## src/rtl/wdt_pkg.sv

```systemverilog
package wdt_pkg;
   localparam int unsigned REG_CTRL    = 0;
   localparam int unsigned REG_COUNT   = 1;
   localparam int unsigned REG_LIMIT   = 2;
   localparam int unsigned REG_RESP    = 3;
   localparam int unsigned CTRL_RUN_B  = 0;
   localparam int unsigned CTRL_EXP_B  = 1;
   localparam int unsigned RESP_STAT_B = 0;
   localparam int unsigned RESP_NMI_B  = 1;
   localparam int unsigned RESP_WRST_B = 2;
endpackage

```

## src/rtl/wdt_tick_div.sv

```systemverilog
module wdt_tick_div #(
   parameter int unsigned DIV = 2
) (
   input  logic clk,
   input  logic rst_n,
   input  logic run,
   input  logic restart,
   output logic tick
);
   localparam int unsigned PH_W = (DIV > 1) ? $clog2(DIV) : 1;

   generate
      if (DIV < 1) begin : g_bad_div
         $error("wdt_tick_div: DIV must be at least 1");
      end
      if (DIV == 1) begin : g_every
         assign tick = run;
      end else begin : g_divided
         logic [PH_W-1:0] phase_q;
         always_ff @(posedge clk or negedge rst_n) begin
            if (!rst_n)
               phase_q <= '0;
            else if (!run || restart)
               phase_q <= '0;
            else if (phase_q == PH_W'(DIV - 1))
               phase_q <= '0;
            else
               phase_q <= phase_q + 1'b1;
         end
         assign tick = run && (phase_q == PH_W'(DIV - 1));
      end
   endgenerate
endmodule

```

## src/rtl/wdt_count_unit.sv

```systemverilog
module wdt_count_unit #(
   parameter int unsigned W = 32
) (
   input  logic         clk,
   input  logic         rst_n,
   input  logic         run,
   input  logic         tick,
   input  logic         load,
   input  logic [W-1:0] load_val,
   input  logic [W-1:0] limit,
   output logic [W-1:0] count,
   output logic         fire
);
   logic parked_q;
   logic at_limit;

   assign at_limit = (count == limit);
   assign fire     = run && at_limit && !parked_q && !load;

   always_ff @(posedge clk or negedge rst_n) begin
      if (!rst_n) begin
         count    <= '0;
         parked_q <= 1'b0;
      end else begin
         if (load)
            count <= load_val;
         else if (run && tick && !at_limit && !parked_q)
            count <= count + 1'b1;

         if (load)
            parked_q <= 1'b0;
         else if (fire)
            parked_q <= 1'b1;
      end
   end
endmodule

```

## src/rtl/wdt_regs.sv

```systemverilog
module wdt_regs
   import wdt_pkg::*;
#(
   parameter int unsigned DATA_W = 32,
   parameter int unsigned ADDR_W = 2
) (
   input  logic              clk,
   input  logic              rst_n,
   input  logic [ADDR_W-1:0] bus_addr,
   input  logic              bus_wr,
   input  logic              bus_rd,
   input  logic [DATA_W-1:0] bus_wdata,
   output logic [DATA_W-1:0] bus_rdata,
   input  logic [DATA_W-1:0] count,
   input  logic              fire,
   output logic              run_en,
   output logic              exp_flag,
   output logic              stat_flag,
   output logic              nmi_en,
   output logic              wrst_en,
   output logic [DATA_W-1:0] limit,
   output logic              cnt_wr,
   output logic              lim_wr,
   output logic              nmi_req,
   output logic              wrst_req
);
   logic ctrl_wr, resp_wr;

   assign ctrl_wr = bus_wr && (bus_addr == ADDR_W'(REG_CTRL));
   assign cnt_wr  = bus_wr && (bus_addr == ADDR_W'(REG_COUNT));
   assign lim_wr  = bus_wr && (bus_addr == ADDR_W'(REG_LIMIT));
   assign resp_wr = bus_wr && (bus_addr == ADDR_W'(REG_RESP));

   always_ff @(posedge clk or negedge rst_n) begin
      if (!rst_n) begin
         run_en    <= 1'b0;
         exp_flag  <= 1'b0;
         stat_flag <= 1'b0;
         nmi_en    <= 1'b0;
         wrst_en   <= 1'b0;
         limit     <= '0;
         nmi_req   <= 1'b0;
         wrst_req  <= 1'b0;
         bus_rdata <= '0;
      end else begin
         if (ctrl_wr) run_en <= bus_wdata[CTRL_RUN_B];
         exp_flag  <= fire || (exp_flag && !(ctrl_wr && !bus_wdata[CTRL_EXP_B]));
         stat_flag <= fire || (stat_flag && !(resp_wr && !bus_wdata[RESP_STAT_B]));
         if (resp_wr) begin
            nmi_en  <= bus_wdata[RESP_NMI_B];
            wrst_en <= bus_wdata[RESP_WRST_B];
         end
         if (lim_wr) limit <= bus_wdata;
         nmi_req  <= fire && nmi_en;
         wrst_req <= fire && wrst_en;
         if (bus_rd) begin
            bus_rdata <= '0;
            case (bus_addr)
               ADDR_W'(REG_CTRL): begin
                  bus_rdata[CTRL_RUN_B] <= run_en;
                  bus_rdata[CTRL_EXP_B] <= exp_flag;
               end
               ADDR_W'(REG_COUNT): bus_rdata <= count;
               ADDR_W'(REG_LIMIT): bus_rdata <= limit;
               ADDR_W'(REG_RESP): begin
                  bus_rdata[RESP_STAT_B] <= stat_flag;
                  bus_rdata[RESP_NMI_B]  <= nmi_en;
                  bus_rdata[RESP_WRST_B] <= wrst_en;
               end
               default: bus_rdata <= '0;
            endcase
         end
      end
   end
endmodule

```

## src/rtl/wdog_timer.sv

```systemverilog
module wdog_timer #(
   parameter int unsigned DATA_W   = 32,
   parameter int unsigned ADDR_W   = 2,
   parameter int unsigned TICK_DIV = 2
) (
   input  logic              clk,
   input  logic              rst_n,
   input  logic [ADDR_W-1:0] bus_addr,
   input  logic              bus_wr,
   input  logic              bus_rd,
   input  logic [DATA_W-1:0] bus_wdata,
   output logic [DATA_W-1:0] bus_rdata,
   output logic              nmi_req,
   output logic              wrst_req
);
   generate
      if (DATA_W < 3) begin : g_bad_data
         $error("wdog_timer: DATA_W must hold the response field");
      end
      if (ADDR_W < 2) begin : g_bad_addr
         $error("wdog_timer: ADDR_W must cover four registers");
      end
   endgenerate

   logic              run_en, exp_flag, stat_flag, nmi_en, wrst_en;
   logic              cnt_wr, lim_wr, tick, fire;
   logic [DATA_W-1:0] limit, count_q;

   wdt_regs #(.DATA_W(DATA_W), .ADDR_W(ADDR_W)) u_regs (
      .clk(clk), .rst_n(rst_n),
      .bus_addr(bus_addr), .bus_wr(bus_wr), .bus_rd(bus_rd),
      .bus_wdata(bus_wdata), .bus_rdata(bus_rdata),
      .count(count_q), .fire(fire),
      .run_en(run_en), .exp_flag(exp_flag), .stat_flag(stat_flag),
      .nmi_en(nmi_en), .wrst_en(wrst_en), .limit(limit),
      .cnt_wr(cnt_wr), .lim_wr(lim_wr),
      .nmi_req(nmi_req), .wrst_req(wrst_req)
   );

   wdt_tick_div #(.DIV(TICK_DIV)) u_tick (
      .clk(clk), .rst_n(rst_n), .run(run_en), .restart(cnt_wr), .tick(tick)
   );

   wdt_count_unit #(.W(DATA_W)) u_count (
      .clk(clk), .rst_n(rst_n), .run(run_en), .tick(tick),
      .load(cnt_wr), .load_val(bus_wdata), .limit(limit),
      .count(count_q), .fire(fire)
   );
endmodule

```

## config.mk

```make
export PLATFORM = sky130hd
export DESIGN_NAME = wdog_timer
export DESIGN_NICKNAME = d
export VERILOG_FILES = /design/src/rtl/wdt_pkg.sv /design/src/rtl/wdt_tick_div.sv /design/src/rtl/wdt_count_unit.sv /design/src/rtl/wdt_regs.sv /design/src/rtl/wdog_timer.sv
export SDC_FILE = /design/constraint.sdc
export NUM_CORES = 1
export LEC_CHECK = 0
export BUFFER_PORTS_ARGS = -buffer_cell sky130_fd_sc_hd__buf_2
export CAP_MARGIN = 20
export CORE_UTILIZATION = 52
export CTS_CLUSTER_DIAMETER = 120
export DETAILED_ROUTE_END_ITERATION = 12
export GPL_TIMING_DRIVEN = 0
export PLACE_DENSITY = 0.72
export SETUP_SLACK_MARGIN = 0.5
export SLEW_MARGIN = 20
export SYNTH_ARGS = -nofsm -noshare
export SYNTH_HDL_FRONTEND = slang
export SYNTH_SLANG_ARGS = --single-unit
```

## constraint.sdc

```tcl
create_clock -name clk -period 1.95 [get_ports clk]
set_input_delay 0.195 -clock clk [delete_from_list [all_inputs] [get_ports clk]]
set_output_delay 0.195 -clock clk [all_outputs]
set_load 0.05 [all_outputs]
```

Word level (Yosys, flattened, before mapping)

Cells that the tools add are included.

Input port bits: 38
Memories: 0
RAM bits: 0
Output and inout bits: 34
Memory bits (read-only): 0
Bits in latches: 0
Word-level logic and storage cells: 58
Flip-flop bits (word level): 105

Magnitude comparators: 0
Equal/unequal tests: 4
Multiply operators: 0
Bitwise operators: 0
Shift operators: 0
Divide/modulo/power cells: 0
Add/subtract/negate cells: 2
Reduce and logical (&&, ||, !) cells: 31
Muxes and demuxes: 9

Operators by type and width:

| kind                                                 | number |
|---|---|
| 2-to-1 mux 32 bit                                    | 2 |
| one-hot mux 29 bit (2 select lines)                  | 1 |
| adder 32 x 1 -> 32 bit (second input constant)       | 1 |
| equality test 32 bit                                 | 1 |
| logical AND 1 bit                                    | 17 |
| logical NOT 1 bit                                    | 8 |
| one-hot mux 2 bit (4 select lines)                   | 1 |
| equality test 2 bit (second input constant)          | 2 |
| 2-to-1 mux 1 bit                                     | 4 |
| nonzero test 2 bit                                   | 2 |
| logical OR 1 bit                                     | 3 |
| one-hot mux 1 bit (3 select lines)                   | 1 |
| equality test 2 x 1 -> 1 bit (second input constant) | 1 |
| logical NOT 2 bit                                    | 1 |
| adder 1 bit (second input constant)                  | 1 |

Longest topological paths before layout

Gate-level depths: netlist of the first run.

Depth in word-level cells: 6
Gate-level depth with buffers: 9
Depth with buffers taken out: 6

Cells and area by module

A second synthesis of the first run with hierarchy kept.

Cells, all modules: 530
Area, all modules: 5,571.6 sq um

By module, submodules not included:

| module         | area an instance (sq um) | times used | cells an instance | seq. area each (sq um) |
|---|---|---|---|---|
| wdt_regs       | 3,025.4                  | 1          | 244               | 1,776.7 |
| wdt_count_unit | 2,501.1                  | 1          | 283               | 825.8 |
| wdt_tick_div   | 45.0                     | 1          | 3                 | 25.0 |

Least setup slack after synthesis of the first run

Ideal clock, no wire load.

Kind: reg-to-reg
From: reg u_count.count[0]
To: reg u_regs.exp_flag
Arrival: 1.808 ns
Path slack: 0.076 ns
Setup time: 0.066 ns
Path buffers: 0
Period minus slack after synthesis: 1.874 ns
Stages on the path, launching flop included: 7
Data required time: 1.884 ns
Path through: dfrtp_1 xor2_1 nor4_2 nand4_4 or2_1 or3_1 nand2_1

Longest elaborated chain between the ends: 5

RTL lines:

| element                        | RTL line             | text |
|---|---|---|
| start: declaration             | wdt_count_unit.sv:11 | `output logic [W-1:0] count,` |
| start signal: assignment       | wdt_count_unit.sv:26 | `count <= load_val;` |
| start signal: assignment       | wdt_count_unit.sv:28 | `count <= count + 1'b1;` |
| equality test 32 bit           | wdt_count_unit.sv:17 | `assign at_limit = (count == limit);` |
| logical AND 1 bit (3 in a row) | wdt_count_unit.sv:18 | `assign fire = run && at_limit && !parked_q && !load;` |
| logical OR 1 bit               | wdt_regs.sv:47       | `exp_flag <= fire \|\| (exp_flag && !(ctrl_wr && !bus_wdata[CTRL_EXP_B]));` |
| end signal: assignment         | wdt_regs.sv:47       |  |
| end: declaration               | wdt_regs.sv:17       | `output logic exp_flag,` |

No other way between the ends.
A chain may end at the register's enable or synchronous reset.

Worst setup path in the final report of the first run

From: reg u_count.count[0]
To: reg u_count.count[1]

Longest elaborated chain between the ends: 5
Elaborated cells between the ends (all ways): 8
Those cells by class: add/sub: 1; eq/ne: 1; mux: 2; reduce/logical: 4

RTL lines:

| element |
|---|
| parallel branches: the longest is 5 deep, another holds adder 32 x 1 -> 32 bit |

Parallel ways; which one is timed is not known. The select of a mux whose other input is x is not followed.

==> results of run 1 <==
[stage by stage]
stage | instances | total power [mW] | setup TNS (ns) | cell area [sq um]
6_report | 784 | 6.43 | -4.31 | 6950
5_1_grt | 784 | 6.71 | -7.11 | 6950
4_1_cts | 774 | 6.31 | -5.23 | 6750
3_5_place_dp | 737 | 4.66 | -13.22 | 6150
3_3_place_gp | 736 | 4.60 | -59.71 | 6120
2_1_floorplan | 530 | 4.12 | 0 | 5600
[final timing paths]
| check | start | end | slack [ns] |
|---|---|---|---|
| worst min-delay path | bus_wdata[4] | u_count.count[4] | 0.02 |
| worst min register to register | u_tick.g_divided.phase_q | u_tick.g_divided.phase_q | 0.48 |
| max in group asynchronous | rst_n | u_count.count[3] | 1.00 |
| worst max register to register | u_count.count[0] | u_count.count[1] | -0.18 |
| worst max-delay path | u_count.count[0] | u_count.count[1] | -0.18 |
| min in group asynchronous | rst_n | u_regs.bus_rdata[16] | 0.28 |
[power breakdown]
part           leakage (nW)  switching [mW]  internal, mW
logic                  1.59            1.23         0.808
clock network         0.106           0.772         0.717
registers              1.29           0.367          2.53
[cells in the final DEF (no fill, tap or decap), types with 22 or more instances in the layout]
cell type / n
o22ai_1: 29
buf_2: 76
nand2_1: 35
mux2_2: 38
nor2_1: 22
xor2_1: 36
buf_4: 23
dfrtp_1: 95
inv_1: 32
a22oi_1: 30
[repair_timing]
action / 4_1_cts / 5_1_grt
pin swaps: 53 / 11
hold buffers: 1 / 0
endpoints found under the hold margin: 40 / 0
buffers inserted: 18 / 10
gates cloned: 2 / 0
resized for setup: 56 / 35
endpoints found under the setup margin: 50 / 59
[per-layer routing]
| layer | wire [um] | GRT usage | vias up |
|---|---|---|---|
| met2 | 7690 | 0.484 | 211 |
| met1 | 6620 | 0.407 | 2349 |
| li1 | - | - | 2145 |
| met4 | 562 | 0.151 | 0 |
| met3 | 1070 | 0.0371 | 45 |
| met5 | 0 | 0 | - |
[worst max-delay path, cell delays in order (launching register included)]
cell	delay (ns)
dfrtp_2	0.43
xor2_1	0.17
nor4_2	0.45
nand4_4	0.24
buf_6	0.19
o21ai_4	0.18
mux2i_1	0.21
a21oi_1	0.10
[logic make-up (layout without fill, tap and decap cells)]
group,Yosys count,after routing,share of synthesized area
simple gates,140,140,0.156
flops,105,105,0.473
compound gates,125,125,0.149
buf+inv,68,186,0.0547
fa+ha+maj,6,6,0.0135
xor+xnor,47,47,0.0754
mux,39,39,0.0788
[flip-flops by register name, indices dropped and copies added (netlist names)]
| name | cells |
|---|---|
| u_count.parked_q | 1 |
| u_regs.nmi_en | 1 |
| u_count.count | 32 |
| u_regs.exp_flag | 1 |
| u_regs.wrst_en | 1 |
| u_regs.wrst_req | 1 |
| u_regs.limit | 32 |
| u_regs.nmi_req | 1 |
| u_regs.run_en | 1 |
| u_regs.bus_rdata | 32 |
| u_regs.stat_flag | 1 |
| u_tick.g_divided.phase_q | 1 |
[layout make-up]
| type | instances | area [sq um] | area share |
|---|---|---|---|
| tap | 136 | 170 | 0.0245 |
| inverter | 32 | 120 | 0.0173 |
| clock buffer | 10 | 128 | 0.0184 |
| sequential | 105 | 2640 | 0.380 |
| timing repair buffer | 102 | 678 | 0.0976 |
| multi-input combinational | 357 | 2890 | 0.417 |
| buffer | 36 | 235 | 0.0339 |
| clock inverter | 6 | 82.6 | 0.0119 |
==> out/metrics.csv, run 1 <==
stage;metric;value;unit
outcome;outcome;finished, violations left;
outcome;violated checks;setup timing;
drt;Pre-antenna DRT Iters;5;
clock_tree;CTS root buffer;clkbuf_8;
sta;Final WS setup;-0.184;ns
drt;total wire length;15900;um
hold_path;Min-Delay Path Depth;3;
clock_tree;Clk Latency, worst-skew pair;0.40;ns
sta;Final Hold Viols;0;
synth;count leader, synth;dfrtp_1;
clock_tree;Max Root-Sink Buffers;2;
drt;Final ANT Viol Nets;0;
critical_path;Critical Path Sink Type;flop;
global_routing;GR Overflow Total;0;
synth;EDFF count, synth;0;
clock_tree;Worst-path clk slew;0.10;ns
sta;final worst-path cycle share;1.09;
placement;number of port buffers;70;
synth;area share of the largest cell type after synthesis;0.473;
synth;ys flop type;dfrtp_1;
synth;Async SR Flop Fraction;1.00;
clock_tree;Sink Count;105;
die;Die Wd;105;um
finish;Final Util;0.673;
critical_path;worst-path maximum fanout;6;
synth;largest cells by area after synthesis;dfrtp_1, mux2_2, xor2_1, a22oi_1, o22ai_1;
clock_tree;CTS H-tree depth;3;
die;CORE AREA;0.0103;sq mm
sta;max_slew headroom;0.545;
sta;slew of the pin with the lowest slew margin;0.682;ns
die;# IOs;72;
drt;Avg WL per Cell;20.3;um
synth;Seq/Total Area, Yosys;0.473;
synth;Syn Std Cell Area;0.00556;sq mm
drt;Vias;4750;
hold_path;hold crit path type;primary input to flop;
global_routing;largest net degree at the start of global routing;66;
global_routing;first-pass GRT wire length;25300;um
critical_path;required time of the critical path;2.19;ns
sta;hold_ws;0.0231;ns
die;Die Area;0.0111;sq mm
synth;Synth area leader;dfrtp_1;
critical_path;Crit Path Category;flop to flop;
die;num rows;37;
power_and_ir_drop;Leak;2.99;nW
drt;Via density;6.06;
global_routing;initial antenna violation count;0;
die;die height;105;um
synth;Cell variety after synth;49;
finish;layout cell share with drive strength beyond 1;0.366;
power_and_ir_drop;IR drop worst, VDD;516;uV
finish;Fillers;822;
critical_path;worst path arrival time;2.37;ns
flow_run;Max Cap Viol;0;
sta;Setup Viol. Count Final;37;
synth;YS warnings;0;
drt;DRC Markers;0;
placement;global placement routability congestion;0.899;
critical_path;r2r worst-path depth;7;
sta;Peak Freq;468;MHz
global_routing;vias in the first global route;4734;
global_routing;Tot GR Track Use;0.302;
critical_path;Setup crit start kind;flop;
power_and_ir_drop;Power per Cell Area;925;mW/mm^2
drt;Initial DRC Count;370;
sta;post-route clock skew;0.0157;ns
synth;Commonest cells post-synth;dfrtp_1, xor2_1, mux2_2, nand2_1, inv_1;
synth;synthesis-stage register bit count;105;
synth;Mean Syn Cell Area;10.5;sq um
sta;post-layout min period;2.13;ns
finish;Antenna Cells;0;
synth;Syn Nets;574;
synth;Synth Instances;530;
clock_tree;TritonCTS Buffers;9;
sta;RSZ-0062 raised after global routing;true;
placement;DP HPWL;10900;um
clock_tree;CTS tree;done;
sta;Slew Limit Fails;0;
die;starting density of the core;0.538;
placement;Place WS;-0.469;ns
finish;Area growth, synth to finish;25.0;%
finish;Final Net Count;687;
No activity file was read; power rests on OpenSTA's default activity.
==> inputs of run 2 (changes only) <==
--- a/config.mk
+++ b/config.mk
@@ -7,10 +7,12 @@
 export LEC_CHECK = 0
 export BUFFER_PORTS_ARGS = -buffer_cell sky130_fd_sc_hd__buf_2
 export CAP_MARGIN = 20
+export CORE_MARGIN = 2
 export CORE_UTILIZATION = 52
 export CTS_CLUSTER_DIAMETER = 120
 export DETAILED_ROUTE_END_ITERATION = 12
 export GPL_TIMING_DRIVEN = 0
+export HOLD_SLACK_MARGIN = 0.05
 export PLACE_DENSITY = 0.72
 export SETUP_SLACK_MARGIN = 0.5
 export SLEW_MARGIN = 20
==> out/metrics.csv, run 2 (synthesis results as in run 1) <==
stage;metric;value;unit;change
drt;total wire length;16100;um;was 15900 um
drt;Via density;5.98;;was 6.06
drt;Pre-antenna DRT Iters;5;;unchanged
sta;Setup Viol. Count Final;37;;unchanged
sta;Peak Freq;460;MHz;was 468 MHz
global_routing;vias in the first global route;4809;;was 4734
drt;Final ANT Viol Nets;0;;unchanged
die;Die Wd;107;um;was 105 um
outcome;violated checks;setup timing;;unchanged
sta;final worst-path cycle share;1.11;;was 1.09
drt;DRC Markers;0;;unchanged
critical_path;Setup crit start kind;flop;;unchanged
power_and_ir_drop;IR drop worst, VDD;718;uV;was 516 uV
placement;global placement routability congestion;0.922;;was 0.899
sta;slew of the pin with the lowest slew margin;0.694;ns;was 0.682 ns
hold_path;Min-Delay Path Depth;3;;unchanged
global_routing;Tot GR Track Use;0.295;;was 0.302
finish;most common cell after layout, fill and taps aside;dfrtp_1;;unchanged
sta;RSZ-0062 raised after global routing;true;;unchanged
finish;Area growth, synth to finish;28.5;%;was 25.0%
clock_tree;Worst-path clk slew;0.10;ns;about the same
critical_path;Reg2Reg Launch Point;u_count.count[15];;was u_count.count[0]
hold_path;hold_sp;bus_wdata[0];;was bus_wdata[4]
power_and_ir_drop;Power per Cell Area;871;mW/mm^2;was 925 mW/mm^2
outcome;outcome;finished, violations left;;unchanged
placement;number of port buffers;70;;unchanged
die;starting density of the core;0.536;;was 0.538
critical_path;r2r endpoint;u_regs.exp_flag;;was u_count.count[1]
power_and_ir_drop;Tot Pwr;6.22;mW;was 6.43 mW
sta;Final Hold Viols;0;;unchanged
drt;Vias;4794;;was 4750
critical_path;required time of the critical path;2.29;ns;was 2.19 ns
die;Die Area;0.0115;sq mm;was 0.0111 sq mm
clock_tree;Clk Latency, worst-skew pair;0.40;ns;about the same
finish;commonest cells after routing, fill and taps aside;dfrtp_1, buf_2, mux2_2;;unchanged
critical_path;worst path arrival time;2.51;ns;was 2.37 ns
critical_path;Critical Path Sink Type;flop;;unchanged
finish;Final Net Count;705;;was 687
clock_tree;TritonCTS Buffers;9;;unchanged
critical_path;worst-path maximum fanout;8;;was 6
sta;Final WS setup;-0.224;ns;was -0.184 ns
clock_tree;Sink Count;105;;unchanged
hold_path;hold crit path type;primary input to flop;;unchanged
sta;Slew Limit Fails;0;;unchanged
critical_path;Crit Path Category;flop to flop;;unchanged
die;CORE AREA;0.0104;sq mm;was 0.0103 sq mm
finish;layout cell share with drive strength beyond 1;0.336;;was 0.366
die;num rows;37;;unchanged
finish;Final Util;0.689;;was 0.673
critical_path;R2R Setup Slk;-0.22;ns;was -0.18 ns
global_routing;first-pass GRT wire length;25700;um;was 25300 um
die;# IOs;72;;unchanged
sta;max_slew headroom;0.537;;was 0.545
sta;post-layout min period;2.17;ns;was 2.13 ns
hold_path;Min-Delay Endpoint;u_count.count[0];;was u_count.count[4]
global_routing;initial antenna violation count;0;;unchanged
clock_tree;Max Root-Sink Buffers;2;;unchanged
flow_run;Max Cap Viol;0;;unchanged
finish;final std cell area, no fill;0.00714;sq mm;was 0.00695 sq mm
finish;Antenna Cells;0;;unchanged
placement;DP Area;0.00615;sq mm;unchanged
finish;top flop regs;u_count.count (32), u_regs.bus_rdata (32), u_regs.limit (32);;unchanged
drt;Avg WL per Cell;20.1;um;was 20.3 um
placement;DP HPWL;11100;um;was 10900 um
drt;Initial DRC Count;409;;was 370
clock_tree;CTS tree;done;;unchanged
global_routing;largest net degree at the start of global routing;61;;was 66
global_routing;GR Overflow Total;0;;unchanged
die;die height;107;um;was 105 um
clock_tree;CTS H-tree depth;3;;unchanged
clock_tree;CTS root buffer;clkbuf_8;;unchanged
sta;post-route clock skew;0.00858;ns;was 0.0157 ns
power_and_ir_drop;Leak;3.04;nW;was 2.99 nW
critical_path;r2r worst-path depth;8;;was 7
-- run 2: cell count changes in the layout (fill, tap and decap cells not counted), moves of 3 or more --
cell	previous run	this run
buf_8	5	2
dfrtp_2	10	6
buf_6	10	17
o21ai_0	4	7
o21ai_2	7	3
buf_4	23	13
dlygate4sd3_1	1	26
dfrtp_1	95	99
-- run 2: how the worst max path moves through the flow --
stage | from | to | slack [ns] | depth (start not counted)
global placement | rst_n | u_regs.bus_rdata[3] | -0.48 | 1
CTS | u_count.count[2] | u_count.count[27] | -0.26 | 8
floorplan | u_count.count[13] | u_regs.exp_flag | 0.09 | 6
finish | u_count.count[15] | u_regs.exp_flag | -0.22 | 8
global route | u_regs.limit[25] | u_count.count[1] | -0.32 | 7
detailed placement | bus_addr[1] | u_count.count[29] | -0.46 | 8
-- run 2: layer usage --
layer  vias to the layer above  part of all wire  global-route usage
li1                       2171                 -                   -
met1                      2376              0.41               0.384
met2                       211              0.49               0.482
met3                        36             0.069              0.0569
met4                         0             0.027               0.125
met5                         -                 0                   0
-- run 2: layout make-up --
type / count / area [sq um]
clock buffer: 14 / 163
buffer: 36 / 231
inverter: 32 / 120
tap: 136 / 170
sequential: 105 / 2640
clock inverter: 2 / 12.5
timing repair buffer: 120 / 866
fill: 806 / 3230
multi-input combinational: 357 / 2940
-- run 2: report_power, final --
group | internal (mW) | leakage, nW | switching [mW]
logic | 0.797 | 1.66 | 1.19
clock network | 0.535 | 0.0867 | 0.754
registers | 2.53 | 1.29 | 0.411
-- run 2: worst max-delay path, stage by stage (launching register included) --
cell and delay [ns]:
dfrtp_1 0.39, buf_6 0.14, xor2_2 0.17, nor4_4 0.35, nand4_4 0.21, buf_6 0.18
or2_4 0.24, or3_4 0.38, nand2_1 0.07
-- run 2: metrics by stage --
stage / instances / hold slack [ns] / worst slack [ns] / TNS [ns]
CTS: 791 / 0.0506 / -0.262 / -7.85
floorplan: 530 / -0.101 / 0.0919 / 0
finish: 802 / 0.0629 / -0.224 / -5.80
global placement: 736 / 0.420 / -0.478 / -61.14
global route: 802 / 0.0583 / -0.324 / -8.65
detailed placement: 737 / 0.158 / -0.458 / -13.43
-- run 2: what timing repair did --
item	in CTS	in global routing
hold buffers	25	1
resized for setup	28	62
gates cloned	1	1
setup endpoints to repair	50	56
pin swaps	41	45
buffers inserted	12	9
endpoints found under the hold margin	78	1
